## src/rtl/dma_pkg.sv

```systemverilog
`timescale 1ns/1ps
package dma_pkg;
  localparam int ChanW = 2;
  localparam int NumCh = 1 << ChanW;

  typedef enum logic [2:0] {
    ST_IDLE, ST_HOLD, ST_ADDR, ST_XFER, ST_REL
  } dmaStateT;

  // strobes from control to datapath
  typedef struct packed {
    logic             step;    // byte done: addr+1, count-1
    logic             finish;  // count hit zero
    logic [ChanW-1:0] chan;    // channel owning the bus
  } dpCmdT;
endpackage

```

## src/rtl/dma_dp.sv

```systemverilog
`timescale 1ns/1ps
module dma_dp
  import dma_pkg::*;
#(
  parameter int DataW = 8
) (
  input  logic                clk,
  input  logic                rstN,
  input  logic                cpuWr,
  input  logic                cpuRd,
  input  logic [3:0]          cpuAddr,
  input  logic [DataW-1:0]    cpuWrData,
  output logic [DataW-1:0]    cpuRdData,
  input  logic [NumCh-1:0]    dmaReq,
  input  dpCmdT               cmd,
  output logic [NumCh-1:0]    eligible,
  output logic [2*DataW-1:0]  actAddr,
  output logic                actLast,
  output logic                actLowFull,
  output logic                actBurst,
  output logic                actDir,
  output logic                ackHigh
);
  localparam int AddrW = 2 * DataW;

  logic [AddrW-1:0] addrReg [NumCh];
  logic [AddrW-1:0] cntReg  [NumCh];
  logic [NumCh-1:0] maskReg, tcReg, swReq, dirReg, burstReg;
  logic [1:0]       cmdReg;
  logic             byteHi;
  logic [NumCh-1:0] reqActive;
  logic             isChanReg, isCount;
  logic [ChanW-1:0] regChan, dataChan;
  logic [AddrW-1:0] selWord;

  assign reqActive = dmaReq ^ {NumCh{cmdReg[0]}};
  assign isChanReg = !cpuAddr[3];
  assign isCount   = cpuAddr[0];
  assign regChan   = cpuAddr[ChanW:1];
  assign dataChan  = cpuWrData[ChanW-1:0];

  always_ff @(posedge clk or negedge rstN) begin
    if (!rstN) begin
      for (int i = 0; i < NumCh; i++) begin
        addrReg[i] <= '0;
        cntReg[i]  <= '0;
      end
      maskReg  <= '1;
      tcReg    <= '0;
      swReq    <= '0;
      dirReg   <= '0;
      burstReg <= '0;
      cmdReg   <= '0;
      byteHi   <= 1'b0;
    end else begin
      if (cpuWr) begin
        if (isChanReg) begin
          byteHi <= !byteHi;
          if (isCount) begin
            if (byteHi) cntReg[regChan][AddrW-1:DataW] <= cpuWrData;
            else        cntReg[regChan][DataW-1:0]     <= cpuWrData;
          end else begin
            if (byteHi) addrReg[regChan][AddrW-1:DataW] <= cpuWrData;
            else        addrReg[regChan][DataW-1:0]     <= cpuWrData;
          end
        end else begin
          case (cpuAddr[2:0])
            3'd0: cmdReg <= cpuWrData[1:0];
            3'd2: maskReg[dataChan] <= cpuWrData[2];
            3'd3: begin
              dirReg[dataChan]   <= cpuWrData[2];
              burstReg[dataChan] <= cpuWrData[3];
            end
            3'd4: byteHi <= 1'b0;
            3'd6: swReq[dataChan] <= cpuWrData[2];
            3'd7: maskReg <= cpuWrData[NumCh-1:0];
            default: ;
          endcase
        end
      end else if (cpuRd) begin
        if (isChanReg) byteHi <= !byteHi;
        else if (cpuAddr[2:0] == 3'd1) tcReg <= '0;
      end
      // transfer updates win over a same-cycle software access
      if (cmd.step) begin
        addrReg[cmd.chan] <= addrReg[cmd.chan] + AddrW'(1);
        cntReg[cmd.chan]  <= cntReg[cmd.chan] - AddrW'(1);
      end
      if (cmd.finish) begin
        tcReg[cmd.chan]   <= 1'b1;
        maskReg[cmd.chan] <= 1'b1;
        swReq[cmd.chan]   <= 1'b0;
      end
    end
  end

  always_comb begin
    cpuRdData = '0;
    selWord   = isCount ? cntReg[regChan] : addrReg[regChan];
    if (isChanReg)
      cpuRdData = byteHi ? selWord[AddrW-1:DataW] : selWord[DataW-1:0];
    else if (cpuAddr[2:0] == 3'd1)
      cpuRdData = DataW'({reqActive, tcReg});
  end

  for (genvar g = 0; g < NumCh; g++) begin : g_elig
    assign eligible[g] = !maskReg[g] && (reqActive[g] || swReq[g]) &&
                         (cntReg[g] != '0);
  end

  assign actAddr    = addrReg[cmd.chan];
  assign actLast    = (cntReg[cmd.chan] == AddrW'(1));
  assign actLowFull = &addrReg[cmd.chan][DataW-1:0];
  assign actBurst   = burstReg[cmd.chan];
  assign actDir     = dirReg[cmd.chan];
  assign ackHigh    = cmdReg[1];
endmodule

```

## src/rtl/dma_ctl.sv

```systemverilog
`timescale 1ns/1ps
module dma_ctl
  import dma_pkg::*;
(
  input  logic             clk,
  input  logic             rstN,
  input  logic             holdAck,
  input  logic             busReady,
  input  logic [NumCh-1:0] eligible,
  input  logic             actLast,
  input  logic             actLowFull,
  input  logic             actBurst,
  input  logic             actDir,
  output dpCmdT            cmd,
  output logic             holdReq,
  output logic             addrEnable,
  output logic             addrStrobe,
  output logic             xferOn,
  output logic             memRdOn,
  output logic             memWrOn,
  output logic             endOfProc
);
  dmaStateT         state;
  logic [ChanW-1:0] chanQ, winner;
  logic             newGrantQ, carryQ, eopQ;

  // fixed priority: lowest index wins
  always_comb begin
    winner = '0;
    for (int i = NumCh - 1; i >= 0; i--)
      if (eligible[i]) winner = ChanW'(i);
  end

  always_ff @(posedge clk or negedge rstN) begin
    if (!rstN) begin
      state     <= ST_IDLE;
      chanQ     <= '0;
      newGrantQ <= 1'b0;
      carryQ    <= 1'b0;
      eopQ      <= 1'b0;
    end else begin
      eopQ <= 1'b0;
      case (state)
        ST_IDLE: if (|eligible) state <= ST_HOLD;
        ST_HOLD: begin
          if (holdAck) begin
            if (|eligible) begin
              chanQ     <= winner;
              newGrantQ <= 1'b1;
              state     <= ST_ADDR;
            end else begin
              state <= ST_REL;
            end
          end else if (!(|eligible)) begin
            state <= ST_IDLE;
          end
        end
        ST_ADDR: begin
          newGrantQ <= 1'b0;
          carryQ    <= 1'b0;
          state     <= ST_XFER;
        end
        ST_XFER: begin
          if (busReady) begin
            if (actLast) begin
              eopQ  <= 1'b1;
              state <= ST_REL;
            end else if (actBurst) begin
              carryQ <= actLowFull;
              state  <= ST_ADDR;
            end else begin
              state <= ST_REL;
            end
          end
        end
        ST_REL:  if (!holdAck) state <= ST_IDLE;
        default: state <= ST_IDLE;
      endcase
    end
  end

  assign cmd.chan   = chanQ;
  assign cmd.step   = (state == ST_XFER) && busReady;
  assign cmd.finish = (state == ST_XFER) && busReady && actLast;

  assign holdReq    = (state == ST_HOLD) || (state == ST_ADDR) || (state == ST_XFER);
  assign addrEnable = (state == ST_ADDR) || (state == ST_XFER);
  assign addrStrobe = (state == ST_ADDR) && (newGrantQ || carryQ);
  assign xferOn     = (state == ST_XFER);
  assign memRdOn    = (state == ST_XFER) && actDir;
  assign memWrOn    = (state == ST_XFER) && !actDir;
  assign endOfProc  = eopQ;
endmodule

```

## src/rtl/dma4_ctrl.sv

```systemverilog
`timescale 1ns/1ps
module dma4_ctrl
  import dma_pkg::*;
#(
  parameter int DataW = 8
) (
  input  logic                clk,
  input  logic                rstN,
  input  logic                cpuWr,
  input  logic                cpuRd,
  input  logic [3:0]          cpuAddr,
  input  logic [DataW-1:0]    cpuWrData,
  output logic [DataW-1:0]    cpuRdData,
  input  logic [NumCh-1:0]    dmaReq,
  output logic [NumCh-1:0]    dmaAck,
  output logic                holdReq,
  input  logic                holdAck,
  input  logic                busReady,
  output logic                addrEnable,
  output logic                addrStrobe,
  output logic [2*DataW-1:0]  busAddr,
  output logic                memRdN,
  output logic                memWrN,
  output logic                ioRdN,
  output logic                ioWrN,
  output logic                endOfProc
);
  localparam int AddrW = 2 * DataW;

  dpCmdT            cmd;
  logic [NumCh-1:0] eligible;
  logic [AddrW-1:0] actAddr;
  logic             actLast, actLowFull, actBurst, actDir, ackHigh;
  logic             xferOn, memRdOn, memWrOn;

  dma_dp #(.DataW(DataW)) u_dp (
    .clk(clk), .rstN(rstN),
    .cpuWr(cpuWr), .cpuRd(cpuRd), .cpuAddr(cpuAddr),
    .cpuWrData(cpuWrData), .cpuRdData(cpuRdData),
    .dmaReq(dmaReq), .cmd(cmd), .eligible(eligible),
    .actAddr(actAddr), .actLast(actLast), .actLowFull(actLowFull),
    .actBurst(actBurst), .actDir(actDir), .ackHigh(ackHigh)
  );

  dma_ctl u_ctl (
    .clk(clk), .rstN(rstN),
    .holdAck(holdAck), .busReady(busReady), .eligible(eligible),
    .actLast(actLast), .actLowFull(actLowFull), .actBurst(actBurst),
    .actDir(actDir), .cmd(cmd), .holdReq(holdReq),
    .addrEnable(addrEnable), .addrStrobe(addrStrobe), .xferOn(xferOn),
    .memRdOn(memRdOn), .memWrOn(memWrOn), .endOfProc(endOfProc)
  );

  for (genvar g = 0; g < NumCh; g++) begin : g_ack
    assign dmaAck[g] = ~((xferOn && (cmd.chan == ChanW'(g))) ^ ackHigh);
  end

  assign busAddr = addrEnable ? actAddr : '0;
  assign memRdN  = !memRdOn;
  assign ioWrN   = !memRdOn;
  assign memWrN  = !memWrOn;
  assign ioRdN   = !memWrOn;
endmodule

```

## config.mk

```make
export PLATFORM = sky130hd
export DESIGN_NAME = dma4_ctrl
export DESIGN_NICKNAME = d
export VERILOG_FILES = /design/src/rtl/dma_pkg.sv /design/src/rtl/dma_dp.sv /design/src/rtl/dma_ctl.sv /design/src/rtl/dma4_ctrl.sv
export SDC_FILE = /design/constraint.sdc
export NUM_CORES = 1
export LEC_CHECK = 0
export ABC_AREA = 1
export BUFFER_PORTS_ARGS = -buffer_cell sky130_fd_sc_hd__buf_2
export CAP_MARGIN = 40
export CORE_MARGIN = 2
export CORE_UTILIZATION = 46
export DETAILED_ROUTE_END_ITERATION = 7
export PLACE_DENSITY = 0.72
export SYNTH_ARGS = -nofsm -noshare
export SYNTH_HDL_FRONTEND = slang
export SYNTH_SLANG_ARGS = --single-unit
```

## constraint.sdc

```tcl
create_clock -name clk -period 4.1 [get_ports clk]
set_input_delay 0.41 -clock clk [delete_from_list [all_inputs] [get_ports clk]]
set_output_delay 0.41 -clock clk [all_outputs]
set_load 0.05 [all_outputs]
```

; ---- Yosys cells after proc, flatten, opt, wreduce, memory -nomap -nowiden
; Cells that the tools add are included.
[totals]
output_inout_bits = 36
inputBits = 22
regBits = 159
[classes]
n_mux = 92
reduce_logical = 56
eq_ne = 24
magnitude_cmp = 8
addsub = 2
bitwise = 15
[ops]
columns = operator, n
row1 = 2-to-1 mux 64 bit, 10
row2 = bitwise mux 64 bit, 6
row3 = 2-to-1 mux 16 bit, 12
row4 = binary-select mux 16 bit (select 2 bit), 4
row5 = demux 16 bit (select 2 bit), 3
row6 = nonzero test 16 bit, 4
row7 = 2-to-1 mux 4 bit, 12
row8 = 2-to-1 mux 8 bit, 4
row9 = 2-to-1 mux 3 bit, 8
row10 = logical AND 1 bit, 21
row11 = 2-to-1 mux 1 bit, 17
row12 = adder 16 x 1 -> 16 bit (second input constant), 1
row13 = bitwise mux 4 bit, 4
row14 = equality test 16 x 1 -> 1 bit (second input constant), 1
row15 = subtractor 16 x 1 -> 16 bit (second input constant), 1
row16 = one-hot mux 3 bit (5 select lines), 1
row17 = AND reduction 3 bit, 5
row18 = equality test 3 x 2 -> 1 bit (second input constant), 4
row19 = equality test 3 bit (second input constant), 4
row20 = != test 2 bit (second input constant), 6
row21 = logical NOT 1 bit, 8
row22 = logical OR 1 bit, 8
row23 = 2-to-1 mux 2 bit, 4
row24 = OR 4 bit, 2
row25 = other kinds (25), 47

; ---- Longest topological paths before layout
[depth]
depth_word = 12
depth_mapped = 17
mapped_depth_nobuf = 15

; ---- By module
; Synthesis repeated with hierarchy kept, for this count alone.
[unflattened]
cells_unflattened = 1779
area_unflattened_um2 = 11641.2
[by_module_without_submodules]
columns = module, area_per_inst_um2, cells_each, seq_area_each_um2, instances
row1 = dma_dp, 10831.6, 1639, 3783.6, 1
row2 = dma_ctl, 528.0, 81, 200.2, 1
row3 = dma4_ctrl, 281.5, 59, 0.0, 1

; ---- Worst setup path after synthesis
; No wires, ideal clock.
[synth_timing]
path_type = flip-flop to output port
start = register u_ctl.state[2]
end = output busAddr[10]
t_required_ps = 3690
slack_ps = 1201
n_path_buf = 1
arrival_ps = 2489
path_stages_with_launch = 5
path_cell_list = dfrtp_1 > nor2_1 > clkinv_1 > clkbuf_1 > nor2_1
[synth_via]
elab_chain_cells = 3
elab_cells_between_ends = 4
classes_between = eq/ne: 2 / mux: 1 / reduce/logical: 1
[synth_rtl]
columns = item, line
row1 = "start, declared", dma_ctl.sv:23  ; dmaStateT state;
row2 = "start signal, assigned", dma_ctl.sv:36  ; state <= ST_IDLE;
row3 = "start signal, assigned", dma_ctl.sv:44  ; ST_IDLE: if (|eligible) state <= ST_HOLD;
row4 = "start signal, assigned", dma_ctl.sv:50  ; state <= ST_ADDR;
row5 = equality test 3 x 2 -> 1 bit, dma_ctl.sv:87  ; assign addrEnable = (state == ST_ADDR) || (state == ST_XFER);
row6 = logical OR 1 bit (*), dma_ctl.sv:87
row7 = net addrEnable, dma4_ctrl.sv:19  ; output logic addrEnable,
row8 = 2-to-1 mux 16 bit (*), dma4_ctrl.sv:58  ; assign busAddr = addrEnable ? actAddr : '0;
row9 = "end, declared", dma4_ctrl.sv:21  ; output logic [2*DataW-1:0] busAddr,
; Mark *: on every way through the listed nets, which the timed path passes. The rest lies on a longest branch.

; ---- Final worst setup path
[layout_timing]
start = register u_ctl.chanQ[1]
end = output memRdN
[layout_via]
elab_chain_cells = 4
[layout_rtl]
columns = item, line
row1 = "start, declared", dma_ctl.sv:24  ; logic [ChanW-1:0] chanQ, winner;
row2 = "start signal, assigned", dma_ctl.sv:48  ; chanQ <= winner;
row3 = binary-select mux 1 bit (select 2 bit), dma_dp.sv:115  ; assign actDir = dirReg[cmd.chan];
row4 = 2-to-1 mux 1 bit (implied by the code), dma_dp.sv:115
row5 = logical AND 1 bit, dma_ctl.sv:90  ; assign memRdOn = (state == ST_XFER) && actDir;
row6 = logical NOT 1 bit, dma4_ctrl.sv:59  ; assign memRdN = !memRdOn;
row7 = "end, declared", dma4_ctrl.sv:22  ; output logic memRdN,
; No other way between the ends. The select of a mux whose other input is x is not followed.

==> metrics.cfg <==
[grt]
grt_max_degree = 69
met3_usage_pct = 6.05
grt.busiest_layer = met2
antenna_found_initial = 1
grt_use_met2_pct = 51.0
grt_pass1_wl_mm = 66.0
grt_use_total_pct = 33.3
grt-ovfl-total = 0
grt_pass1_vias = 11500
grt.met1_usage_pct = 45.8

[floorplan]
ios = 58
core_area_sq_mm = 0.0241
dieHeight_microns = 160
rows = 57
fp.dieW_microns = 160
die_area_sq_mm = 0.0256
start_util_pct = 46.4

[yosys]
ys_dominant_reg_cell = dfrtp_1
async_flop_share_pct = 100
syn_inst = 1772
synth_fp_nets = 1797
synthDistinctLibCells = 43
synth-edff-count = 0
ys_seq_area_share_pct = 35.6
ys_seq_elements = 159
synth_top_area_cell = dfrtp_1
avgSynthCellArea_sq_um = 6.31
netlist.area_leader.share_pct = 34.7
netlist_area_sq_mm = 0.0112
ys_warn_count = 0
ys_top_cells_by_area = dfrtp_1 35%, nand2_1 21%, o21ai_0 9.1%

[final_layout]
stdcell_area_sq_mm = 0.0125
fin_nets = 1819
layout_commonest_cell = nand2_1
synthToLayoutAreaGrowth_pct = 11.7
layout_common_cells = 628 x nand2_1, 204 x o21ai_0, 189 x inv_1, 174 x nor2_1, 155 x dfrtp_1
drive_gt1_share_pct = 8.91
fill_cells = 2466
insertedDiodeCount = 0

[worst_setup_path]
critPathKind = reg -> out
crit_path_start_kind = register
worstPathRequired_ps = 3690
crit_fanout = 13
critPathCaptureType = output port
arrival_ps = 2660

[placement]
placed_cell_area_sq_mm = 0.0118
place_hpwl_mm = 28.8
io_buffers = 57
place_congestion = 0.979

[detailed_routing]
vias_per_cell = 5.83
drt_wl_total_mm = 42.4
drc = 0
wire_per_inst_microns = 19.9
firstDrtPassIters = 7
ant_nets = 0
drtIter0Drc = 1870
num_vias = 12400

[power]
p_leak_nw = 6.19
internal_power_mw = 4.85
power_frac_seq_pct = 29.7
p_per_area_mw_per_mm2 = 811
comb_power_share_pct = 52.1
p_clk_share_pct = 18.2
net-switching-power_mw = 5.27
peakVddDrop_mv = 0.397
netSwitchingFraction_pct = 52.0

[timing]
max-slew-margin-rel_pct = 41.5
setup_viol = 0
fin_crit_ps = 3070
rsz0062_at_grt = false
skew_ps = 17.0
max_clock_freq_mhz = 326
hold_viol = 0
worstMarginPinSlew_ps = 872
drv_slew = 0
setup_tns_ps = 0
finalCritPeriodShare_pct = 74.9

[clocking]
clockBufferDepth = 2
root_buffer = clkbuf_16
cts_max_level = 4
cts_tree = built
clock_latency_ps = 450
cts_buffers = 17
clkTransAtPathRegs_ps = 70
cts_sinks = 159
cts_setup_buffers = 0

[flow_run]
maxCapViolCount = 0

[worst_hold_path]
hold_path_class = in -> reg

[status]
status = complete, no violations

==> critical path, cell delays in order, from the launching register on <==
cell      delay (ps)
dfrtp_1          390
inv_2            240
nor2_2           190
buf_4            260
a22o_1           220
a221oi_1         440
or2_2            210
buf_2            250
==> layout make-up <==
type,instances,area (sq um),share of cell area [%]
multi-input cells,1328,6120,49.0
flip-flops and latches,159,3980,31.9
inverters,203,762,6.10
repair buffers,85,557,4.46
clock buffers,18,439,3.52
well taps,324,405,3.25
clock inverters,14,215,1.72
==> logic make-up after synthesis <==
kind of cell               Yosys count  share of synthesized area (%)
buffers and inverters              285                           9.95
adders and majority gates            3                          0.336
and+or+nand+nor                    951                           34.4
DFF                                159                           35.6
AOI/OAI and AO/OA                  361                           18.6
xor gates and xnor gates            13                           1.09
==> path summary, 6_finish.rpt <==
kind                                   from               end  slack, ps  cells after the start
setup / recovery             u_ctl.chanQ[1]            memRdN       1030                      7
hold / removal                      holdAck    u_ctl.state[2]        250                      3
setup reg to reg             u_ctl.chanQ[0]   u_dp.cntReg[38]       1200                     10
hold reg to reg            u_dp.burstReg[3]  u_dp.burstReg[3]        490                      2
max in group asynchronous              rstN   u_dp.maskReg[0]       2570                      4
min in group asynchronous              rstN   u_dp.cntReg[39]        430                      2
==> synth_stat cells, types with 10 or more instances <==
master,count
a211oi_1,13
a21oi_1,30
a22oi_1,18
buf_2,22
clkbuf_1,53
dfrtp_1,155
inv_1,189
inv_2,10
nand2_1,628
nand3_1,90
nand4_1,17
nor2_1,182
o2111ai_1,17
o211ai_1,34
o21ai_0,204
o21ai_1,16
o22ai_1,16
==> flip-flops by register name (all words and copies together), names as in the netlist, 3 cells and up <==
name           cells
u_ctl.state        3
u_dp.addrReg      64
u_dp.burstReg      4
u_dp.cntReg       64
u_dp.dirReg        4
u_dp.maskReg       4
u_dp.swReq         4
u_dp.tcReg         4
==> power groups by stage <==
stage / Sequential, mW / Clock [mW] / Combinational, mW
finish: 3.01 / 1.84 / 5.28
CTS: 2.95 / 1.84 / 5.15
floorplan: 2.69 / 0 / 3.88
detailed placement: 2.96 / 0 / 5.14
global route: 3.06 / 1.91 / 5.86
global placement: 2.96 / 0 / 5.05
==> metal layers <==
| metal | vias to the layer above | share of wire, % |
|---|---|---|
| li1 | 5767 | - |
| met1 | 5632 | 40 |
| met5 | - | 0 |
| met2 | 854 | 44 |
| met3 | 170 | 11 |
| met4 | 0 | 5.0 |
==> stage by stage <==
step | cells | total power [mW] | setup slack, ps | hold slack, ps | utilization (%)
CTS | 2131 | 9.95 | 1070 | 254 | 51.8
detailed placement | 2098 | 8.10 | 1200 | 325 | 49.0
global route | 2131 | 10.8 | 928 | 270 | 51.8
finish | 2131 | 10.1 | 1030 | 254 | 51.8
global placement | 2096 | 8.01 | 1270 | 468 | 48.8
floorplan | 1772 | 6.57 | 1200 | 114 | -
==> repair_timing <==
| action | 4_1_cts | 5_1_grt |
|---|---|---|
| hold buffers | 1 | 0 |
| gates resized for setup | 0 | 0 |
| endpoints found under the hold margin | 32 | 0 |
No activity file was read; power rests on OpenSTA's default activity.
